[src/rtl/txreq_pkg.sv]
`timescale 1ns/1ps
// Shared types for the transmit request manager.
package txreq_pkg;
    typedef enum logic {
        MODE_RETRY  = 1'b0,
        MODE_SINGLE = 1'b1
    } tx_mode_e;

    typedef struct packed {
        logic start;
        logic ok;
        logic fail;
    } eng_evt_t;
endpackage

[src/rtl/txreq_arb.sv]
`timescale 1ns/1ps
// Fixed-priority picker: returns the lowest set index of the request vector.
// Assumes: purely combinational; clk/rst_n serve only the guard properties.
module txreq_arb #(
    parameter int NBUF = 32,
    parameter int IDXW = $clog2(NBUF)
) (
    input  logic            clk,
    input  logic            rst_n,
    input  logic [NBUF-1:0] req_i,
    output logic [IDXW-1:0] idx_o,
    output logic            any_o
);
    localparam logic [NBUF-1:0] ONE = NBUF'(1);

    // Scan downwards so the lowest set bit is the one that sticks.
    always_comb begin
        idx_o = '0;
        any_o = |req_i;
        for (int i = NBUF - 1; i >= 0; i--) begin
            if (req_i[i]) idx_o = IDXW'(i);
        end
    end

    assert_sel_is_set_R2: assert property (@(posedge clk) disable iff (!rst_n)
        any_o |-> req_i[idx_o]);
    assert_sel_lowest_R2: assert property (@(posedge clk) disable iff (!rst_n)
        any_o |-> ((req_i & ((ONE << idx_o) - ONE)) == '0));
endmodule

[src/rtl/txreq_ctrl.sv]
`timescale 1ns/1ps
// Mode register and in-flight tracker. Qualifies engine events: a start is
// taken only when idle, not in init and with a request offered; success or
// failure only while a frame is active (success wins if both arrive).
module txreq_ctrl
    import txreq_pkg::*;
#(
    parameter int IDXW = 5
) (
    input  logic            clk,
    input  logic            rst_n,
    input  logic            init_i,
    input  logic            mode_wr_i,
    input  logic            mode_val_i,
    input  eng_evt_t        evt_i,
    input  logic            req_any_i,
    input  logic [IDXW-1:0] sel_idx_i,
    output logic            single_o,
    output logic            start_acc_o,
    output logic            ok_acc_o,
    output logic            fail_acc_o,
    output logic [IDXW-1:0] act_idx_o
);
    tx_mode_e mode_q;
    logic     active_q;

    // Accept engine events according to the tracker state.
    always_comb begin
        start_acc_o = evt_i.start & ~init_i & ~active_q & req_any_i;
        ok_acc_o    = evt_i.ok & ~init_i & active_q;
        fail_acc_o  = evt_i.fail & ~evt_i.ok & ~init_i & active_q;
        single_o    = (mode_q == MODE_SINGLE);
    end

    // Mode bit: writable only while init is held.
    always_ff @(posedge clk) begin
        if (!rst_n)                    mode_q <= MODE_RETRY;
        else if (init_i && mode_wr_i)  mode_q <= tx_mode_e'(mode_val_i);
    end

    // Frame-in-flight flag; init aborts any frame.
    always_ff @(posedge clk) begin
        if (!rst_n)                       active_q <= 1'b0;
        else if (init_i)                  active_q <= 1'b0;
        else if (start_acc_o)             active_q <= 1'b1;
        else if (ok_acc_o || fail_acc_o)  active_q <= 1'b0;
    end

    // Remember which buffer the current frame came from.
    always_ff @(posedge clk) begin
        if (!rst_n)           act_idx_o <= '0;
        else if (start_acc_o) act_idx_o <= sel_idx_i;
    end

    assert_mode_locked_R5: assert property (@(posedge clk) disable iff (!rst_n)
        !init_i |=> $stable(mode_q));
    assert_init_aborts_R3: assert property (@(posedge clk) disable iff (!rst_n)
        init_i |=> !active_q);
endmodule

[src/rtl/txreq_flags.sv]
`timescale 1ns/1ps
// Per-buffer flag bank: request, new-data and interrupt-pending bits.
// Assumes: start/ok/fail inputs are already qualified by txreq_ctrl and
// act_idx_i names the buffer whose frame is in flight.
module txreq_flags #(
    parameter int NBUF = 32,
    parameter int IDXW = $clog2(NBUF)
) (
    input  logic            clk,
    input  logic            rst_n,
    input  logic            init_i,
    input  logic [NBUF-1:0] set_i,
    input  logic [NBUF-1:0] clr_i,
    input  logic [NBUF-1:0] ipclr_i,
    input  logic [NBUF-1:0] txie_i,
    input  logic            single_i,
    input  logic            start_acc_i,
    input  logic            ok_acc_i,
    input  logic            fail_acc_i,
    input  logic [IDXW-1:0] act_idx_i,
    output logic [NBUF-1:0] req_o,
    output logic [NBUF-1:0] nd_o,
    output logic [NBUF-1:0] ip_o
);
    logic flush_all;
    assign flush_all = start_acc_i & single_i;

    for (genvar i = 0; i < NBUF; i++) begin : g_buf
        logic done_here;
        logic fail_here;
        assign done_here = ok_acc_i   && (act_idx_i == IDXW'(i));
        assign fail_here = fail_acc_i && (act_idx_i == IDXW'(i));

        // Request bit: CPU set wins; cleared by CPU, single-shot start or success.
        always_ff @(posedge clk) begin
            if (!rst_n) req_o[i] <= 1'b0;
            else        req_o[i] <= set_i[i] |
                                    (req_o[i] & ~clr_i[i] & ~flush_all & ~done_here);
        end

        // New-data bit: set with the request, cleared only by success.
        always_ff @(posedge clk) begin
            if (!rst_n) nd_o[i] <= 1'b0;
            else        nd_o[i] <= set_i[i] | (nd_o[i] & ~done_here);
        end

        // Interrupt-pending bit: raised on success when enabled.
        always_ff @(posedge clk) begin
            if (!rst_n) ip_o[i] <= 1'b0;
            else        ip_o[i] <= (ip_o[i] & ~ipclr_i[i]) | (done_here & txie_i[i]);
        end

        assert_done_clears_R7: assert property (@(posedge clk) disable iff (!rst_n)
            (done_here && !set_i[i]) |=> (!nd_o[i] && !req_o[i]));
        assert_ip_gated_R8: assert property (@(posedge clk) disable iff (!rst_n)
            $rose(ip_o[i]) |-> $past(done_here && txie_i[i]));
        assert_fail_keeps_nd_R9: assert property (@(posedge clk) disable iff (!rst_n)
            (fail_here && nd_o[i]) |=> nd_o[i]);
        assert_retry_keeps_req_R10: assert property (@(posedge clk) disable iff (!rst_n)
            (fail_here && !single_i && req_o[i] && !clr_i[i]) |=> req_o[i]);
    end

    assert_flush_all_R6: assert property (@(posedge clk) disable iff (!rst_n)
        (flush_all && set_i == '0) |=> (req_o == '0));
    assert_init_frozen_R3: assert property (@(posedge clk) disable iff (!rst_n)
        (init_i && set_i == '0) |=> $stable(nd_o));
endmodule

[src/rtl/txreq_mgr.sv]
`timescale 1ns/1ps
// Transmit request manager top: ties the picker, tracker and flag bank.
// Assumes: the engine samples sel_idx_o in the cycle it raises eng_start_i.
module txreq_mgr
    import txreq_pkg::*;
#(
    parameter int NBUF = 32,
    parameter int IDXW = $clog2(NBUF)
) (
    input  logic            clk,
    input  logic            rst_n,
    input  logic            init_i,
    input  logic            mode_wr_i,
    input  logic            mode_val_i,
    input  logic [NBUF-1:0] req_set_i,
    input  logic [NBUF-1:0] req_clr_i,
    input  logic [NBUF-1:0] ipnd_clr_i,
    input  logic [NBUF-1:0] txie_i,
    input  logic            eng_start_i,
    input  logic            eng_ok_i,
    input  logic            eng_fail_i,
    output logic [IDXW-1:0] sel_idx_o,
    output logic            req_valid_o,
    output logic [NBUF-1:0] req_o,
    output logic [NBUF-1:0] newdat_o,
    output logic [NBUF-1:0] ipnd_o,
    output logic            single_shot_o
);
    eng_evt_t        evt;
    logic            any_req;
    logic            start_acc, ok_acc, fail_acc;
    logic [IDXW-1:0] act_idx;

    assign evt         = '{start: eng_start_i, ok: eng_ok_i, fail: eng_fail_i};
    assign req_valid_o = any_req & ~init_i;

    txreq_arb #(.NBUF(NBUF), .IDXW(IDXW)) u_arb (
        .clk   (clk),
        .rst_n (rst_n),
        .req_i (req_o),
        .idx_o (sel_idx_o),
        .any_o (any_req)
    );

    txreq_ctrl #(.IDXW(IDXW)) u_ctrl (
        .clk         (clk),
        .rst_n       (rst_n),
        .init_i      (init_i),
        .mode_wr_i   (mode_wr_i),
        .mode_val_i  (mode_val_i),
        .evt_i       (evt),
        .req_any_i   (any_req),
        .sel_idx_i   (sel_idx_o),
        .single_o    (single_shot_o),
        .start_acc_o (start_acc),
        .ok_acc_o    (ok_acc),
        .fail_acc_o  (fail_acc),
        .act_idx_o   (act_idx)
    );

    txreq_flags #(.NBUF(NBUF), .IDXW(IDXW)) u_flags (
        .clk         (clk),
        .rst_n       (rst_n),
        .init_i      (init_i),
        .set_i       (req_set_i),
        .clr_i       (req_clr_i),
        .ipclr_i     (ipnd_clr_i),
        .txie_i      (txie_i),
        .single_i    (single_shot_o),
        .start_acc_i (start_acc),
        .ok_acc_i    (ok_acc),
        .fail_acc_i  (fail_acc),
        .act_idx_i   (act_idx),
        .req_o       (req_o),
        .nd_o        (newdat_o),
        .ip_o        (ipnd_o)
    );

    assert_quiet_in_init_R3: assert property (@(posedge clk) disable iff (!rst_n)
        init_i |-> !req_valid_o);
endmodule

[config.mk]
export PLATFORM = sky130hd
export DESIGN_NAME = txreq_mgr
export DESIGN_NICKNAME = d
export VERILOG_FILES = /design/src/rtl/txreq_pkg.sv /design/src/rtl/txreq_arb.sv /design/src/rtl/txreq_ctrl.sv /design/src/rtl/txreq_flags.sv /design/src/rtl/txreq_mgr.sv
export SDC_FILE = /design/constraint.sdc
export NUM_CORES = 1
export LEC_CHECK = 0
export BUFFER_PORTS_ARGS = -buffer_cell sky130_fd_sc_hd__buf_2
export CAP_MARGIN = 25
export CORE_MARGIN = 2
export CORE_UTILIZATION = 41
export DETAILED_ROUTE_END_ITERATION = 8
export PLACE_DENSITY = 0.76
export SLEW_MARGIN = 20
export SYNTH_ARGS = -nofsm -noshare
export SYNTH_HDL_FRONTEND = slang
export SYNTH_SLANG_ARGS = --single-unit
export TNS_END_PERCENT = 1
[constraint.sdc]
create_clock -name clk -period 2 [get_ports clk]
set_clock_uncertainty 0.05 [all_clocks]
set_input_delay 0.2 -clock clk [delete_from_list [all_inputs] [get_ports clk]]
set_output_delay 0.2 -clock clk [all_outputs]
set_load 0.05 [all_outputs]
Word level (Yosys, flattened, before mapping). Cells that the tools add are included.

Flip-flop bits (word level): 103. Output and inout port bits: 103. Word-level logic and storage cells: 601.

Equality and inequality tests: 31. Muxes and demuxes: 34. Bitwise operators: 399. Reductions and logical operators: 38.

Operator list (number): $and 1x1->1 (202); $mux 5 (32); $not 1->1 (101); $or 1x1->1 (96); $eq 5x5->1 const B (16); $eq 5x4->1 const B (8); $logic_and 1x1->1 (33); $reduce_or 32->1 (1); $eq 5x3->1 const B (4); $eq 5x2->1 const B (2); $eq 5x1->1 const B (1); $logic_not 5->1 (1); $mux 1 (2); $reduce_bool 2->1 (1); $reduce_or 2->1 (1); $logic_or 1x1->1 (1).

Logic depth before layout (Yosys ltp).
Depth in word-level cells: 32. Depth in mapped cells: 7. Gate-level depth less buffers: 5.

By module. Synthesis repeated with hierarchy kept, for this count alone.

Cell total of the unflattened synthesis: 527. Area total of the unflattened synthesis: 4550.6 µm².

By module, submodules not included: txreq_flags (instances 1, cells an instance 428, area an instance 3843.7 µm², seq. area each 1921.8 µm²); txreq_arb (instances 1, cells an instance 65, area an instance 385.4 µm², seq. area each 0.0 µm²); txreq_ctrl (instances 1, cells an instance 33, area an instance 307.8 µm², seq. area each 140.1 µm²); txreq_mgr (instances 1, cells an instance 1, area an instance 13.8 µm², seq. area each 0.0 µm²).

Worst setup path before layout. OpenSTA, ideal clock, no wires.

Kind: reg-to-output. Start: register u_flags.req_o[31]. End: output sel_idx_o[1]. Arrival time: 2.207 ns. Slack: -0.457 ns. Stages on the path, launching flop included: 5. Path buffers: 0. Path through: dfxtp_1 > nor2_1 > o31ai_1 > a31oi_1 > o21ai_0.

Longest elaborated chain between the ends: 32.

RTL lines: start: declaration (RTL line txreq_flags.sv:21) `output logic [NBUF-1:0] req_o,`; start signal: indexed assignment (RTL line txreq_flags.sv:37) `else req_o[i] <= set_i[i] |`; $mux 5 (32 in series) (RTL line txreq_arb.sv:21) `if (req_i[i]) idx_o = IDXW'(i);`; end: declaration (RTL line txreq_mgr.sv:22) `output logic [IDXW-1:0] sel_idx_o,`.

Every way passes these cells.

Worst setup path after layout.
Start: register u_flags.req_o[20]. End: output sel_idx_o[0].

Longest elaborated chain between the ends: 21.

RTL lines (RTL line): $mux 5 (21 in series) (txreq_arb.sv:21).

Every way passes these cells.

==> results.json <==
{
  "status": "complete, but fails checks",
  "violations": "setup timing",
  "p_switching_mw": 1.67,
  "setup_ws_ns": -0.175,
  "pin_count": 239,
  "setup_viol": 9,
  "routed_wl_um": 17100,
  "final_max_slew_viol_count": 0,
  "port-buffer-count": 238,
  "wire_per_inst_um": 17.3,
  "avgSynthCellArea_sq_um": 8.51,
  "ys_types": 42,
  "clock_sinks": 103,
  "switching_share": 0.317,
  "drtIter0Drc": 320,
  "dr.pass1.iters": 5,
  "regArea_sq_mm": 0.00210,
  "dp_hpwl_um": 13100,
  "leakagePower_nw": 3.21,
  "gp_congestion": 0.896,
  "min_from": "req_clr_i[7]",
  "crit_path_start": "u_flags.req_o[20]",
  "cp_data_required_time_ns": 1.75,
  "core_area_sq_mm": 0.0113,
  "synthFlopType": "dfxtp_1",
  "fin_crit_sh": 1.09,
  "seq_area_frac_synth": 0.438,
  "syn-cell-area_sq_mm": 0.00470,
  "grt_pass1_wl_um": 26800,
  "clock.fmax_mhz": 460,
  "synth_common_cells": "dfxtp_1, nor2b_1, nand2_1",
  "finish.instance_area_sq_mm": 0.00700,
  "cts_buffer_depth": 2,
  "ir_drop_mv": 0.653,
  "die_h_um": 111,
  "rr_startpoint": "u_flags.req_o[19]",
  "crit_path_end_kind": "output pin",
  "clk_pin_slew_worst_paths_ns": 0.07,
  "worst_slew_pin_slew_ns": 0.547,
  "grt_max_degree": 105,
  "pwr_density_cell_mw_per_mm2": 750,
  "antenna_found_initial": 0,
  "internal-power_mw": 3.58,
  "yosys-top-cells-area": "dfxtp_1, nor2b_1, o41ai_2",
  "first_global_vias": 5242,
  "slew_headroom": 0.634,
  "initial_core_util": 0.416,
  "criticalPathCategory": "reg -> out",
  "htree_num_levels": 3,
  "dieArea_sq_mm": 0.0123,
  "yosysWarnings": 0,
  "post_dp_cell_area_sq_mm": 0.00639,
  "nFillCells": 1042,
  "cts_buffers": 9,
  "die_x_um": 111,
  "clock-root-buffer": "clkbuf_16",
  "p_comb_frac": 0.236,
  "hold_path.class": "in -> reg",
  "power_frac_clock": 0.334,
  "grt_usage": 0.274,
  "power_mw": 5.25,
  "crit_path_max_fanout": 4,
  "ys_ff_latch": 103,
  "antenna_cells": 0,
  "period_needed_ns": 2.18,
  "vias_per_cell": 5.22,
  "rsz0062_at_grt": "yes",
  "route.detailed.drc": 0,
  "syn_to_final_growth_pct": 48.7,
  "drive_above_1_share": 0.437,
  "synthArstFlopShare": 0,
  "synth.most_common_cell": "dfxtp_1",
  "hold_viol": 0,
  "multi_input_area_sq_mm": 0.00254,
  "max-cap-violations": 0,
  "syn-num-nets": 689,
  "ant_nets": 0,
  "synthCells": 553,
  "rows": 39,
  "synth_top_area_share": 0.438,
  "insertion_delay_ns": 0.35,
  "cp.arrival_ns": 1.93,
  "seqPwrFrac": 0.430,
  "cts_tree": "yes",
  "vias": 5157,
  "final_nets": 976,
  "synth-edff-count": 0,
  "cp-start-kind": "register",
  "grt_overflow": 0,
  "synth_top_area_cell": "dfxtp_1"
}
critical path, cell delays in order, from the launching register on:
cell and delay, ns:
dfxtp_4 0.37, or3_4 0.38, a221o_1 0.28, a31oi_2 0.20, nor3_2 0.09, nor2_2 0.10, buf_6 0.17
registers in the layout, indices dropped and copies added, names as in the netlist:
register and cells:
u_flags.ip_o 32, u_ctrl.act_idx_o 5, u_ctrl.active_q 1, u_ctrl.single_o 1, u_flags.req_o 32, u_flags.nd_o 32
worst paths after layout:
| kind | endpoint | slack [ns] | cells past startpoint |
|---|---|---|---|
| max | sel_idx_o[0] | -0.18 | 6 |
| min | u_flags.req_o[7] | 0.009 | 2 |
| max reg2reg | u_flags.req_o[31] | -0.02 | 5 |
| min reg2reg | u_flags.ip_o[4] | 0.45 | 2 |
power by group through the flow:
stage | registers (mW) | logic (mW) | clock network, mW
finish | 2.26 | 1.24 | 1.76
global route | 2.27 | 1.31 | 1.87
CTS | 2.26 | 1.23 | 1.78
detailed placement | 2.30 | 1.16 | 0
global placement | 2.29 | 1.15 | 0
floorplan | 2.64 | 0.360 | 0
layout by cell type, fill, tap and decap left out, drive strengths merged, types with 13 or more instances in the layout:
cell type    instances
o41ai               22
o21ai               13
buf                285
dlygate4sd3         15
a21oi               58
dfxtp              103
nor2                39
nand2               78
nor2b               93
inv                 35
cell families (layout without fill, tap and decap cells):
| kind of cell | count (synthesis) | after routing | synth area share |
|---|---|---|---|
| buffers and inverters | 59 | 351 | 0.0519 |
| flip-flops | 103 | 103 | 0.438 |
| AO/OA/AOI/OAI | 125 | 125 | 0.206 |
| multiplexers | 2 | 2 | 0.00426 |
| AND/OR/NAND/NOR | 264 | 264 | 0.299 |
layout make-up:
cell class | instances | area share
sequential | 103 | 0.300
inverter | 35 | 0.0188
timing repair buffer | 300 | 0.251
tap | 143 | 0.0256
multi-input combinational | 391 | 0.363
clock buffer | 11 | 0.0333
clock inverter | 5 | 0.00840
what timing repair did:
action                                 4_1_cts  5_1_grt
endpoints found under the hold margin       15        0
setup endpoints to repair                   32       36
buffers inserted                             3        1
gates resized for setup                     26       12
hold buffers                                15        0
pin swaps                                    9        5
routing by layer:
metal / global-route usage / share of wire
met1: 0.322 / 0.41
met2: 0.474 / 0.48
met3: 0.0727 / 0.077
met4: 0.112 / 0.033
met5: 0 / 0
through the flow:
step | instances | hold WS, ns | TNS (ns) | setup WS (ns) | utilization
finish | 988 | 0.00883 | -0.468 | -0.175 | 0.618
floorplan | 553 | 0.246 | -1.15 | -0.0576 | -
CTS | 987 | 0.00222 | -0.557 | -0.164 | 0.615
global placement | 953 | 0.341 | 0 | 0.0430 | 0.565
global route | 988 | 0.00659 | -2.36 | -0.238 | 0.618
detailed placement | 953 | 0.352 | -0.208 | -0.0587 | 0.565
(Power assumes the default switching activity.)
